===== src/rtl/qseq_pkg.sv =====
package qseq_pkg;

    typedef enum logic [2:0] {
        SQ_IDLE,
        SQ_LOAD,
        SQ_LEAD,
        SQ_TRAIL,
        SQ_DONE
    } sq_state_t;

endpackage


===== src/rtl/qseq_fifo.sv =====
module qseq_fifo #(
    parameter int WIDTH = 34,
    parameter int DEPTH = 8
) (
    input  logic             clk,
    input  logic             rst_n,
    input  logic             push,
    input  logic [WIDTH-1:0] wdata,
    input  logic             pop,
    output logic [WIDTH-1:0] rdata,
    output logic             empty,
    output logic             full
);
    localparam int AW = (DEPTH > 1) ? $clog2(DEPTH) : 1;
    localparam int CW = AW + 1;

    logic [WIDTH-1:0] mem [DEPTH];
    logic [AW-1:0]    wptr;
    logic [AW-1:0]    rptr;
    logic [CW-1:0]    count;
    logic             push_ok;
    logic             pop_ok;

    assign empty   = (count == '0);
    assign full    = (count == CW'(DEPTH));
    assign push_ok = push && !full;
    assign pop_ok  = pop && !empty;
    assign rdata   = mem[rptr];

    always_ff @(posedge clk) begin
        if (push_ok) begin
            mem[wptr] <= wdata;
        end
    end

    always_ff @(posedge clk or negedge rst_n) begin
        if (!rst_n) begin
            wptr  <= '0;
            rptr  <= '0;
            count <= '0;
        end else begin
            if (push_ok) begin
                wptr <= (wptr == AW'(DEPTH - 1)) ? '0 : wptr + 1'b1;
            end
            if (pop_ok) begin
                rptr <= (rptr == AW'(DEPTH - 1)) ? '0 : rptr + 1'b1;
            end
            unique case ({push_ok, pop_ok})
                2'b10:   count <= count + 1'b1;
                2'b01:   count <= count - 1'b1;
                default: count <= count;
            endcase
        end
    end

    AST_FULL_WRITE_DROPPED: assert property (@(posedge clk) disable iff (!rst_n)
        (push && full && !pop) |=> (count == $past(count)));

endmodule


===== src/rtl/qseq_sckdiv.sv =====
module qseq_sckdiv #(
    parameter int PRESC_W = 3
) (
    input  logic               clk,
    input  logic               rst_n,
    input  logic               run,
    input  logic [PRESC_W-1:0] presc,
    output logic               tick
);
    localparam int CNT_W = (1 << PRESC_W) - 1;

    logic [CNT_W-1:0] cnt;
    logic [CNT_W-1:0] lim;

    always_comb begin
        lim = ~({CNT_W{1'b1}} << presc);
    end

    assign tick = run && (cnt == lim);

    always_ff @(posedge clk or negedge rst_n) begin
        if (!rst_n) begin
            cnt <= '0;
        end else if (!run || tick) begin
            cnt <= '0;
        end else begin
            cnt <= cnt + 1'b1;
        end
    end

    AST_TICK_SPACED: assert property (@(posedge clk) disable iff (!rst_n)
        (tick && (presc != '0)) |=> !tick);

endmodule


===== src/rtl/qseq_engine.sv =====
module qseq_engine
    import qseq_pkg::*;
#(
    parameter int DATA_W = 32
) (
    input  logic                              clk,
    input  logic                              rst_n,
    input  logic                              cfg_cpha,
    input  logic                              cfg_man_start,
    input  logic                              start_cmd,
    input  logic                              tx_empty,
    input  logic [DATA_W-1:0]                 tx_word,
    input  logic [$clog2(DATA_W/8)-1:0]       tx_size,
    input  logic                              tick,
    input  logic                              miso,
    output logic                              tx_pop,
    output logic                              rx_push,
    output logic [DATA_W-1:0]                 rx_word,
    output logic                              div_run,
    output logic                              sck_act,
    output logic                              busy,
    output logic                              mosi
);
    localparam int NBYTES = DATA_W / 8;
    localparam int SIZE_W = $clog2(NBYTES);
    localparam int BIT_W  = $clog2(DATA_W) + 1;

    sq_state_t         state;
    sq_state_t         nstate;
    logic [DATA_W-1:0] tx_sh;
    logic [DATA_W-1:0] rx_sh;
    logic [DATA_W-1:0] ld_seq;
    logic [BIT_W-1:0]  bits_left;
    logic [BIT_W-1:0]  ld_bits;
    logic [SIZE_W-1:0] size_q;
    logic              armed;
    logic              mosi_q;
    logic              go;

    assign go   = !tx_empty && (!cfg_man_start || armed);
    assign mosi = mosi_q;

    // Byte order on the wire: lane 0 first, so reverse lanes into the shifter.
    always_comb begin
        ld_seq = '0;
        for (int k = 0; k < NBYTES; k++) begin
            ld_seq[8*(NBYTES-1-k) +: 8] = tx_word[8*k +: 8];
        end
        ld_bits = BIT_W'((int'(tx_size) + 1) * 8);
    end

    // Right-align the captured bytes: k-th byte captured goes to lane k.
    always_comb begin
        rx_word = '0;
        for (int k = 0; k < NBYTES; k++) begin
            if (k <= int'(size_q)) begin
                rx_word[8*k +: 8] = rx_sh[8*(int'(size_q) - k) +: 8];
            end
        end
    end

    // Next-state logic.
    always_comb begin
        nstate = state;
        unique case (state)
            SQ_IDLE:  nstate = go ? SQ_LOAD : SQ_IDLE;
            SQ_LOAD:  nstate = SQ_LEAD;
            SQ_LEAD:  nstate = tick ? SQ_TRAIL : SQ_LEAD;
            SQ_TRAIL: begin
                if (tick) begin
                    nstate = (bits_left == BIT_W'(1)) ? SQ_DONE : SQ_LEAD;
                end
            end
            SQ_DONE:  nstate = go ? SQ_LOAD : SQ_IDLE;
            default:  nstate = SQ_IDLE;
        endcase
    end

    // State register.
    always_ff @(posedge clk or negedge rst_n) begin
        if (!rst_n) begin
            state <= SQ_IDLE;
        end else begin
            state <= nstate;
        end
    end

    // Outputs decoded from the state.
    always_comb begin
        tx_pop  = (state == SQ_LOAD);
        rx_push = (state == SQ_DONE);
        div_run = (state == SQ_LEAD) || (state == SQ_TRAIL);
        sck_act = (state == SQ_TRAIL);
        busy    = (state != SQ_IDLE);
    end

    // Shift datapath and start latch.
    always_ff @(posedge clk or negedge rst_n) begin
        if (!rst_n) begin
            tx_sh     <= '0;
            rx_sh     <= '0;
            bits_left <= '0;
            size_q    <= '0;
            mosi_q    <= 1'b0;
            armed     <= 1'b0;
        end else begin
            if (start_cmd && !tx_empty) begin
                armed <= 1'b1;
            end else if ((state == SQ_DONE) && tx_empty) begin
                armed <= 1'b0;
            end

            unique case (state)
                SQ_LOAD: begin
                    size_q    <= tx_size;
                    bits_left <= ld_bits;
                    rx_sh     <= '0;
                    if (!cfg_cpha) begin
                        mosi_q <= ld_seq[DATA_W-1];
                        tx_sh  <= ld_seq << 1;
                    end else begin
                        tx_sh  <= ld_seq;
                    end
                end
                SQ_LEAD: begin
                    if (tick) begin
                        if (cfg_cpha) begin
                            mosi_q <= tx_sh[DATA_W-1];
                            tx_sh  <= tx_sh << 1;
                        end else begin
                            rx_sh  <= {rx_sh[DATA_W-2:0], miso};
                        end
                    end
                end
                SQ_TRAIL: begin
                    if (tick) begin
                        bits_left <= bits_left - 1'b1;
                        if (cfg_cpha) begin
                            rx_sh <= {rx_sh[DATA_W-2:0], miso};
                        end else if (bits_left != BIT_W'(1)) begin
                            mosi_q <= tx_sh[DATA_W-1];
                            tx_sh  <= tx_sh << 1;
                        end
                    end
                end
                default: ;
            endcase
        end
    end

    AST_MANUAL_HOLDS: assert property (@(posedge clk) disable iff (!rst_n)
        (cfg_man_start && !armed && !start_cmd && (state == SQ_IDLE)) |=> (state == SQ_IDLE));

    AST_EMPTY_STALLS: assert property (@(posedge clk) disable iff (!rst_n)
        ((state == SQ_IDLE) && tx_empty) |=> (state == SQ_IDLE));

    AST_TRAIL_AFTER_LEAD: assert property (@(posedge clk) disable iff (!rst_n)
        (state == SQ_TRAIL) |-> (($past(state) == SQ_LEAD) || ($past(state) == SQ_TRAIL)));

    AST_WORD_HAS_BITS: assert property (@(posedge clk) disable iff (!rst_n)
        ((state == SQ_LEAD) && $past(state == SQ_LOAD)) |-> (bits_left != '0));

endmodule


===== src/rtl/spi_flash_sequencer.sv =====
module spi_flash_sequencer #(
    parameter int DATA_W   = 32,
    parameter int TX_DEPTH = 8,
    parameter int RX_DEPTH = 8,
    parameter int PRESC_W  = 3
) (
    input  logic                          clk,
    input  logic                          rst_n,
    input  logic [PRESC_W-1:0]            cfg_presc,
    input  logic                          cfg_cpol,
    input  logic                          cfg_cpha,
    input  logic                          cfg_cs_force,
    input  logic                          cfg_man_start,
    input  logic                          start_cmd,
    input  logic                          tx_wr,
    input  logic [DATA_W-1:0]             tx_data,
    input  logic [$clog2(DATA_W/8)-1:0]   tx_len,
    output logic                          tx_full,
    input  logic                          rx_rd,
    output logic [DATA_W-1:0]             rx_data,
    output logic                          rx_empty,
    output logic                          sck,
    output logic                          cs_n,
    output logic                          mosi,
    input  logic                          miso
);
    localparam int SIZE_W = $clog2(DATA_W / 8);
    localparam int TXW    = DATA_W + SIZE_W;

    logic [TXW-1:0]    tx_head;
    logic              tx_empty;
    logic              tx_pop;
    logic              rx_push;
    logic [DATA_W-1:0] rx_word;
    logic              rx_full;
    logic              div_run;
    logic              tick;
    logic              sck_act;
    logic              busy;

    qseq_fifo #(.WIDTH(TXW), .DEPTH(TX_DEPTH)) u_txq (
        .clk   (clk),
        .rst_n (rst_n),
        .push  (tx_wr),
        .wdata ({tx_len, tx_data}),
        .pop   (tx_pop),
        .rdata (tx_head),
        .empty (tx_empty),
        .full  (tx_full)
    );

    qseq_fifo #(.WIDTH(DATA_W), .DEPTH(RX_DEPTH)) u_rxq (
        .clk   (clk),
        .rst_n (rst_n),
        .push  (rx_push),
        .wdata (rx_word),
        .pop   (rx_rd),
        .rdata (rx_data),
        .empty (rx_empty),
        .full  (rx_full)
    );

    qseq_sckdiv #(.PRESC_W(PRESC_W)) u_div (
        .clk   (clk),
        .rst_n (rst_n),
        .run   (div_run),
        .presc (cfg_presc),
        .tick  (tick)
    );

    qseq_engine #(.DATA_W(DATA_W)) u_eng (
        .clk           (clk),
        .rst_n         (rst_n),
        .cfg_cpha      (cfg_cpha),
        .cfg_man_start (cfg_man_start),
        .start_cmd     (start_cmd),
        .tx_empty      (tx_empty),
        .tx_word       (tx_head[DATA_W-1:0]),
        .tx_size       (tx_head[TXW-1:DATA_W]),
        .tick          (tick),
        .miso          (miso),
        .tx_pop        (tx_pop),
        .rx_push       (rx_push),
        .rx_word       (rx_word),
        .div_run       (div_run),
        .sck_act       (sck_act),
        .busy          (busy),
        .mosi          (mosi)
    );

    assign sck  = cfg_cpol ^ sck_act;
    assign cs_n = !(cfg_cs_force || !tx_empty || busy);

    AST_SHIFT_NEEDS_SELECT: assert property (@(posedge clk) disable iff (!rst_n)
        ($past(sck_act) && sck_act) |-> (!cs_n && !rx_full || !cs_n));

endmodule


===== config.mk =====
export PLATFORM = sky130hd
export DESIGN_NAME = spi_flash_sequencer
export DESIGN_NICKNAME = d
export VERILOG_FILES = /design/src/rtl/qseq_pkg.sv /design/src/rtl/qseq_fifo.sv /design/src/rtl/qseq_sckdiv.sv /design/src/rtl/qseq_engine.sv /design/src/rtl/spi_flash_sequencer.sv
export SDC_FILE = /design/constraint.sdc
export NUM_CORES = 1
export LEC_CHECK = 0
export ABC_AREA = 1
export BUFFER_PORTS_ARGS = -buffer_cell sky130_fd_sc_hd__buf_2
export CAP_MARGIN = 15
export CORE_UTILIZATION = 28
export DETAILED_ROUTE_END_ITERATION = 8
export PLACE_DENSITY = 0.42
export SETUP_SLACK_MARGIN = 0.5
export SLEW_MARGIN = 10
export SYNTH_ARGS = -nofsm -noshare
export SYNTH_HDL_FRONTEND = slang
export SYNTH_SLANG_ARGS = --single-unit

===== constraint.sdc =====
create_clock -name clk -period 3.5 [get_ports clk]
set_input_delay 0.7 -clock clk [delete_from_list [all_inputs] [get_ports clk]]
set_output_delay 0.7 -clock clk [all_outputs]
set_load 0.005 [all_outputs]

==> results.md, run 1 <==
- Total number of vias: 19647
- Top delay family on crit path: buffers and inverters
- Setup crit start: u_rxq.rptr[0]$_DFFE_PN0P_
- Grt ovf: 0
- DR pass1 iterations: 5
- Power, Total: 0.0271 W
- IO buf count: 83
- Sw frac: 38.0%
- Synth top area share: 56.7%
- Register bit count reported by yosys: 632
- TritonCTS clock tree: yes
- Status: finished, final reports clean
- Largest net degree at the start of global routing: 66
- Async SR Flop Fraction: 16.5%
- Startpoint types: flip-flop
- Post-Syn Area: 28000 sq um
- Ranking of synthesized cells by area: edfxtp_1 57%, nand2_1 9.7%, dfrtp_1 9.3%
- Crit path max fanout: 11
- Nets: 3004
- Cell mode on critical path: nor2_1
- Worst-path clk slew: 0.06 ns
- First-pass GRT wire length: 118 mm
- Final WL: 79.1 mm
- Htree depth: 3
- Slowest cell delay on critical path: 0.49 ns
- Internal: 0.0168 W
- Longest Clk Path Bufs: 3
- Most common cell after layout, fill and taps aside: nand2_1
- Initial Util: 28.3%
- Area of the core: 98700 sq um
- Root buf cell: clkbuf_16
- Worst R2R Path Depth: 13
- NetSw: 0.0103 W
- Worst path bufs/invs: 4
- Combinational fraction of design power: 36.4%
- Sink Count: 632
- Clock power share: 27.5%
- Initial antenna violation count: 5
- Design Area, Final: 33000 sq um
- Wire per inst: 18.5 um
- R2R Path End: u_rxq.count[3]$_DFFE_PN0P_
- Worst setup path end: rx_data[30]
- Skew-Pair Late Insertion Delay: 0.64 ns
- Actual slew at the worst max-slew pin: 1.18 ns
- Syn_area_per_cell: 9.89 sq um
- CP Depth: 8
- Clk_skew: 0.0406 ns
- Pwr dens: 821 nW/um^2
- Worst r2r src: u_eng.state[0]$_DFFE_PN0N_
- RSZ-0062 raised after global routing: yes
- Gpl congestion: 0.776
- Iteration-0 DRC Markers: 1507
- Critical path, cell by cell: buf_12 > inv_8 > clkbuf_16 > nor2_1 > o22ai_1 > nor2_1 > a31oi_2 > buf_2
- Main synth FF type: edfxtp_1
- Final hold vios: 0
- Core Util, Final: 33.5%
- Die area: 101000 sq um
- Worst hold-check path type: input pin to async pin
- Routed Antenna Nets: 0
- Post-layout minimum cycle time: 2.94 ns
- Register-to-register setup slack: 0.87 ns
- Area after DPL: 30100 sq um
- Worst setup EP type: output port
- Syn Nets: 2897
- Number of max-cap violations: 0
- Setup_tns: 0 ns
- Ys Warns: 0
- Post-CTS Hold Buffers: 0
- Syn Inst Count: 2828
- Arr. time, crit path: 2.24 ns
- Vias in the first global route: 19429
- Ratio of cells with drive above 1 in the final layout: 11.4%
- Crit Path Class: flip-flop to output port
- Remaining DRCs: 0
- DP HPWL: 45.8 mm
- Area Growth Syn to Fin: 18.2%
- Reg power frac: 36.1%
- Unique cell type count in the Yosys netlist: 37
- Commonest non-fill, non-tap cells in the layout: 723 x nand2_1, 528 x edfxtp_1, 349 x nor2_1
- Slew HR: 20.5%
- Worst endpoint required time: 2.80 ns
- Die Width: 318 um
- Post-synth EDFFs: 528
- Worst IR drop on VDD: 408 uV
- Max Freq: 0.341 GHz
- Final setup viols: 0
- Post-synthesis sequential area ratio: 66.0%
- Lkg Pwr: 13.6 nW
- Site Rows: 115
- Global Route Usage Sum: 15.2%
- Die height: 318 um
- Final Max Slew Viols: 0
- Vias/cell: 4.59
- CTS Buf Count: 74
- I/O pins: 84
- Synth area leader: edfxtp_1
- Crit-path slowest cell: dfrtp_4
- Final Cycle Share: 83.9%
==> layout make-up <==
cell class | instances | area, sq um
well taps | 1287 | 1610
inverters | 335 | 1300
repair inverters | 1 | 11.3
fillers | 10073 | 65700
multi-input cells | 1715 | 7800
clock inverters | 42 | 354
diodes | 1 | 2.50
clock buffers | 95 | 1960
flip-flops and latches | 632 | 18500
repair buffers | 176 | 1520
==> cell usage after synthesis (3+ instances only) <==
library cell / n
nand2_1: 723
edfxtp_1: 528
nor2_1: 367
inv_1: 325
nand3_1: 249
o21ai_0: 211
dfrtp_1: 104
clkbuf_1: 87
o22ai_1: 37
buf_2: 35
a31oi_1: 33
ha_1: 20
buf_1: 17
a21oi_1: 14
nor3_1: 12
or2_2: 9
xor2_1: 7
inv_2: 6
buf_6: 5
o21ai_1: 5
xnor2_1: 5
nand2_2: 3
nand4_1: 3
==> timing repair <==
item                                    in CTS  in global routing
gates resized for setup                     24                 16
gates cloned                                 4                 11
pin swaps                                    0                  4
endpoints found under the setup margin      33                 29
buffers inserted                             4                  5
==> metal layers <==
layer	track usage (%)	part of all wire [%]	vias up
met5	0	0	-
met4	4.42	2.1	0
met3	2.95	4.5	116
met2	25.6	48	385
met1	19.8	46	9613
li1	-	-	9533
==> worst min path at each step <==
| stage | start | endpoint |
|---|---|---|
| after global routing | rst_n | u_rxq.rptr[0]$_DFFE_PN0P_ |
| after CTS | rst_n | u_rxq.rptr[0]$_DFFE_PN0P_ |
| after floorplan | rst_n | u_div.cnt[0]$_DFF_PN0_ |
| after detailed placement | u_eng.tx_sh[27]$_DFFE_PN0P_ | u_eng.tx_sh[27]$_DFFE_PN0P_ |
| final | rst_n | u_rxq.rptr[0]$_DFFE_PN0P_ |
| after global placement | u_eng.rx_sh[15]$_DFFE_PN0P_ | u_eng.rx_sh[15]$_DFFE_PN0P_ |
==> through the flow <==
stage / std cells / hold slack (ns) / worst slack, ns
2_1_floorplan: 2828 / 0.404 / 0.420
3_3_place_gp: 4121 / 0.456 / 0.822
3_5_place_dp: 4121 / 0.459 / 0.818
4_1_cts: 4266 / 0.143 / 0.482
5_1_grt: 4283 / 0.163 / 0.487
6_report: 4284 / 0.118 / 0.563
==> worst reg2reg max path, cell delays in order (launching register included) <==
cell      delay, ns
dfrtp_1        0.45
nor2_1         0.19
nand2_1        0.12
a31oi_1        0.33
inv_1          0.13
ha_1           0.25
ha_1           0.33
nand2_1        0.07
nor2_1         0.04
a211oi_1       0.25
nor2_1         0.08
nor2_1         0.09
nand2_1        0.07
xor2_1         0.14
==> flip-flops by register name, indices dropped and copies added, names as in the netlist <==
register,cells
u_rxq.mem,256
u_eng.bits_left,6
u_eng.size_q,2
u_div.cnt,7
u_txq.count,4
u_eng.tx_sh,32
u_eng.armed,1
u_eng.state,3
u_rxq.rptr,3
u_txq.rptr,3
u_txq.wptr,3
u_eng.rx_sh,32
u_rxq.wptr,3
u_rxq.count,4
u_txq.mem,272
u_eng.mosi,1
==> power groups by stage <==
| stage | clock [W] | combinational [W] | sequential, W |
|---|---|---|---|
| floorplan | 0 | 0.00586 | 0.00973 |
| global placement | 0 | 0.00881 | 0.00995 |
| detailed placement | 0 | 0.00889 | 0.00998 |
| CTS | 0.00772 | 0.00938 | 0.00982 |
| global route | 0.00798 | 0.0110 | 0.00988 |
| finish | 0.00746 | 0.00986 | 0.00979 |
==> logic make-up after synthesis <==
logic type / synth area share (%)
xor gates and xnor gates: 0.376
and+or+nand+nor: 19.9
adders and majority gates: 1.04
DFF: 66.0
buffers and inverters: 6.79
AOI/OAI and AO/OA: 5.88
Power figures use the tool's default switching activity.
==> run 2, diff against run 1 <==
--- a/config.mk
+++ b/config.mk
@@ -10,7 +10,7 @@
 export CAP_MARGIN = 15
 export CORE_UTILIZATION = 28
 export DETAILED_ROUTE_END_ITERATION = 8
-export PLACE_DENSITY = 0.42
+export PLACE_DENSITY = 0.44
 export SETUP_SLACK_MARGIN = 0.5
 export SLEW_MARGIN = 10
 export SYNTH_ARGS = -nofsm -noshare
==> constraint.sdc (replaced) <==
create_clock -name clk -period 2.55 [get_ports clk]
set_input_delay 0.51 -clock clk [delete_from_list [all_inputs] [get_ports clk]]
set_output_delay 0.51 -clock clk [all_outputs]
set_load 0.005 [all_outputs]
==> run 2 against run 1 <==
Compared with the run above:
- the run now ends with setup timing left
- clock power is 43% higher
- via count is 0.87% lower
- first-iteration DRC count fell by 13%
- routed wire length shrank 1.5%
- global-route usage is essentially flat
- sequential cell count unchanged
- critical path depth decreased by 1
- setup slack worse by 0.77 ns
- cell count grew 1.2%
- sequential share of layout area decreased by 2.1 points
- register-to-register slack got worse by 0.40 ns
- worst hold slack gained 0.036 ns
- largest power group unchanged
==> results.md, run 2 (synthesized netlist as in run 1, its figures left out) <==
- Status: finished with violations
- Failing checks: setup timing
- Biggest registers after layout: u_txq.mem: 272 flops, u_rxq.mem: 256 flops
- Total number of vias: 19477 (-0.87%)
- Worst R2R Path Depth: 12 (-1)
- Die Width: 318 um (unchanged)
- Power, Total: 0.0390 W (+44%)
- Final hold vios: 0 (unchanged)
- Routed Antenna Nets: 0 (unchanged)
- Pwr dens: 1140 nW/um^2 (+38%)
- Worst endpoint required time: 2.04 ns (-0.76 ns)
- RSZ-0062 raised after global routing: yes
- Sink Count: 632 (unchanged)
- Global Route Usage Sum: 15.2% (about the same)
- Max Freq: 0.363 GHz
- TritonCTS clock tree: yes
- First-pass GRT wire length: 118 mm (-0.18%)
- Final worst setup slack: -0.207 ns (-0.770 ns)
- Clk_skew: 0.0214 ns (-0.0192 ns)
- Slowest cell delay on critical path: 0.57 ns (+0.08 ns)
- Critical path, cell by cell: clkinv_8 > buf_12 > nor2_2 > o22ai_1 > nor2_1 > a31oi_1 > buf_2
- Fin Hold WS: 0.154 ns (+0.0359 ns)
- # fillers: 9951 (-1.2%)
- Initial antenna violation count: 7 (+2)
- Register-to-register setup slack: 0.47 ns (-0.40 ns)
- Vias in the first global route: 18908 (-2.7%)
- Lkg Pwr: 14.1 nW (+3.5%)
- Final setup viols: 32 (+32)
- Slew HR: 54.2% (+34 points)
- DR pass1 iterations: 5 (unchanged)
- Post-layout minimum cycle time: 2.76 ns
- Top reg by flops: u_txq.mem
- Worst r2r src: u_txq.count[1]$_DFFE_PN0P_
- Worst-path clk slew: 0.06 ns (about the same)
- Area of the core: 98700 sq um (unchanged)
- Multi-input logic area: 8170 sq um (+4.7%)
- Longest Clk Path Bufs: 3 (unchanged)
- Worst setup EP type: output port
- Vias/cell: 4.49 (-2.0%)
- Root buf cell: clkbuf_16
- Final WL: 78.0 mm (-1.5%)
- CTS Buf Count: 75 (+1.4%)
- Startpoint types: flip-flop
- Initial Util: 28.3% (unchanged)
- Seq. cell area: 18500 sq um (about the same)
- Remaining DRCs: 0 (unchanged)
- Number of max-cap violations: 0 (unchanged)
- Htree depth: 3 (unchanged)
- Gpl congestion: 0.758 (-2.4%)
- Die height: 318 um (unchanged)
- Largest net degree at the start of global routing: 66 (unchanged)
- R2R Path End: u_txq.count[3]$_DFFE_PN0P_
- Final Cycle Share: 108%
- Setup crit start: u_rxq.rptr[0]$_DFFE_PN0P_
- Final Max Slew Viols: 0 (unchanged)
- IO buf count: 83 (unchanged)
- Nets: 3054 (+1.7%)
- Worst Hold Launch: tx_data[3]
- Crit path max fanout: 24 (+13)
- Actual slew at the worst max-slew pin: 0.682 ns (-0.499 ns)
- Iteration-0 DRC Markers: 1315 (-13%)
- Skew-Pair Late Insertion Delay: 0.63 ns (about the same)
- Arr. time, crit path: 2.25 ns (about the same)
- Final Non-Filler Cells: 4335 (+1.2%)
- Site Rows: 115 (unchanged)
- Worst setup path end: rx_data[6]
- Die area: 101000 sq um (unchanged)
- Worst path bufs/invs: 3 (-1)
- Largest register FFs: 272 (unchanged)
- DP HPWL: 41.9 mm (-8.5%)
- Crit Path Class: flip-flop to output port
- Placed cells: 4140 (+0.46%)
- Worst hold-check path type: input pin to flip-flop
- Grt ovf: 0 (unchanged)
- I/O pins: 84 (unchanged)
- CP Depth: 7 (-1)
- Worst IR drop on VDD: 511 uV (+25%)
- Top delay family on crit path: flip-flops
- Core Util, Final: 34.8% (+1.3 points)
- Wire per inst: 18.0 um (-2.6%)
- Area Growth Syn to Fin: 22.9%
- Commonest non-fill, non-tap cells in the layout: 718 x nand2_1, 528 x edfxtp_1, 327 x nor2_1
- Crit-path slowest cell: dfrtp_4
- Ratio of cells with drive above 1 in the final layout: 15.5% (+4.1 points)
- Most common cell after layout, fill and taps aside: nand2_1
==> run 2: cell types whose count changed in the layout (fill, tap and decap cells not counted), sizes merged, moves of 6 or more <==
cell    delta
clkinv     -8
inv        -6
clkbuf    +10
buf       +50
==> run 2: stage by stage <==
stage	worst slack (ns)	TNS [ns]	area, sq um
after global placement	0.190	0	30600
after detailed placement	0.200	0	30600
after CTS	-0.211	-5.12	33800
after floorplan	0.195	0	28200
final	-0.207	-3.64	34300
after global routing	-0.273	-7.29	34300
==> run 2: layout make-up <==
type,count,share of cell area [%]
clock inverter,31,0.860
clock buffer,107,6.35
multi-input combinational,1715,23.8
timing repair buffer,226,6.78
inverter,335,3.74
tap,1287,4.69
antenna,2,0.0146
sequential,632,53.8
==> run 2: where the power goes <==
group,internal [W],switching (W)
sequential,0.0128,0.000577
clock,0.00638,0.00432
combinational,0.00534,0.00957
==> run 2: how the worst min path moves through the flow <==
stage / endpoint / cells after the start
after floorplan: u_div.cnt[0]$_DFF_PN0_ / 0
after global placement: u_rxq.rptr[1]$_DFFE_PN0P_ / 1
after detailed placement: u_rxq.rptr[2]$_DFFE_PN0P_ / 1
after CTS: u_txq.mem[4][3]$_DFFE_PP_ / 1
after global routing: u_txq.mem[4][19]$_DFFE_PP_ / 1
final: u_txq.mem[1][3]$_DFFE_PP_ / 1
==> run 2: worst reg2reg max path, cell delays in order, from the launching register on <==
cell     delay (ns)
dfrtp_1        0.40
nor2_2         0.13
inv_2          0.07
nor3_4         0.23
buf_6          0.13
nor2_4         0.04
ha_4           0.19
ha_4           0.24
a21oi_2        0.13
nand2_2        0.07
a21oi_2        0.11
o21ai_1        0.08
xor2_1         0.14
==> run 2: timing repair <==
item,CTS,global route
hold buffers,1,0
cloned,8,8
buffers inserted,20,18
setup endpoints to repair,394,491
endpoints found under the hold margin,11,0
pin swaps,11,15
resized for setup,94,80
==> run 2: layer usage <==
| metal | up-vias | routed length, um | track usage, % |
|---|---|---|---|
| met5 | - | 57 | 0 |
| met4 | 10 | 1400 | 4.16 |
| met3 | 102 | 2740 | 2.70 |
| met2 | 296 | 37700 | 25.6 |
| met1 | 9427 | 36100 | 20.1 |
| li1 | 9642 | - | - |
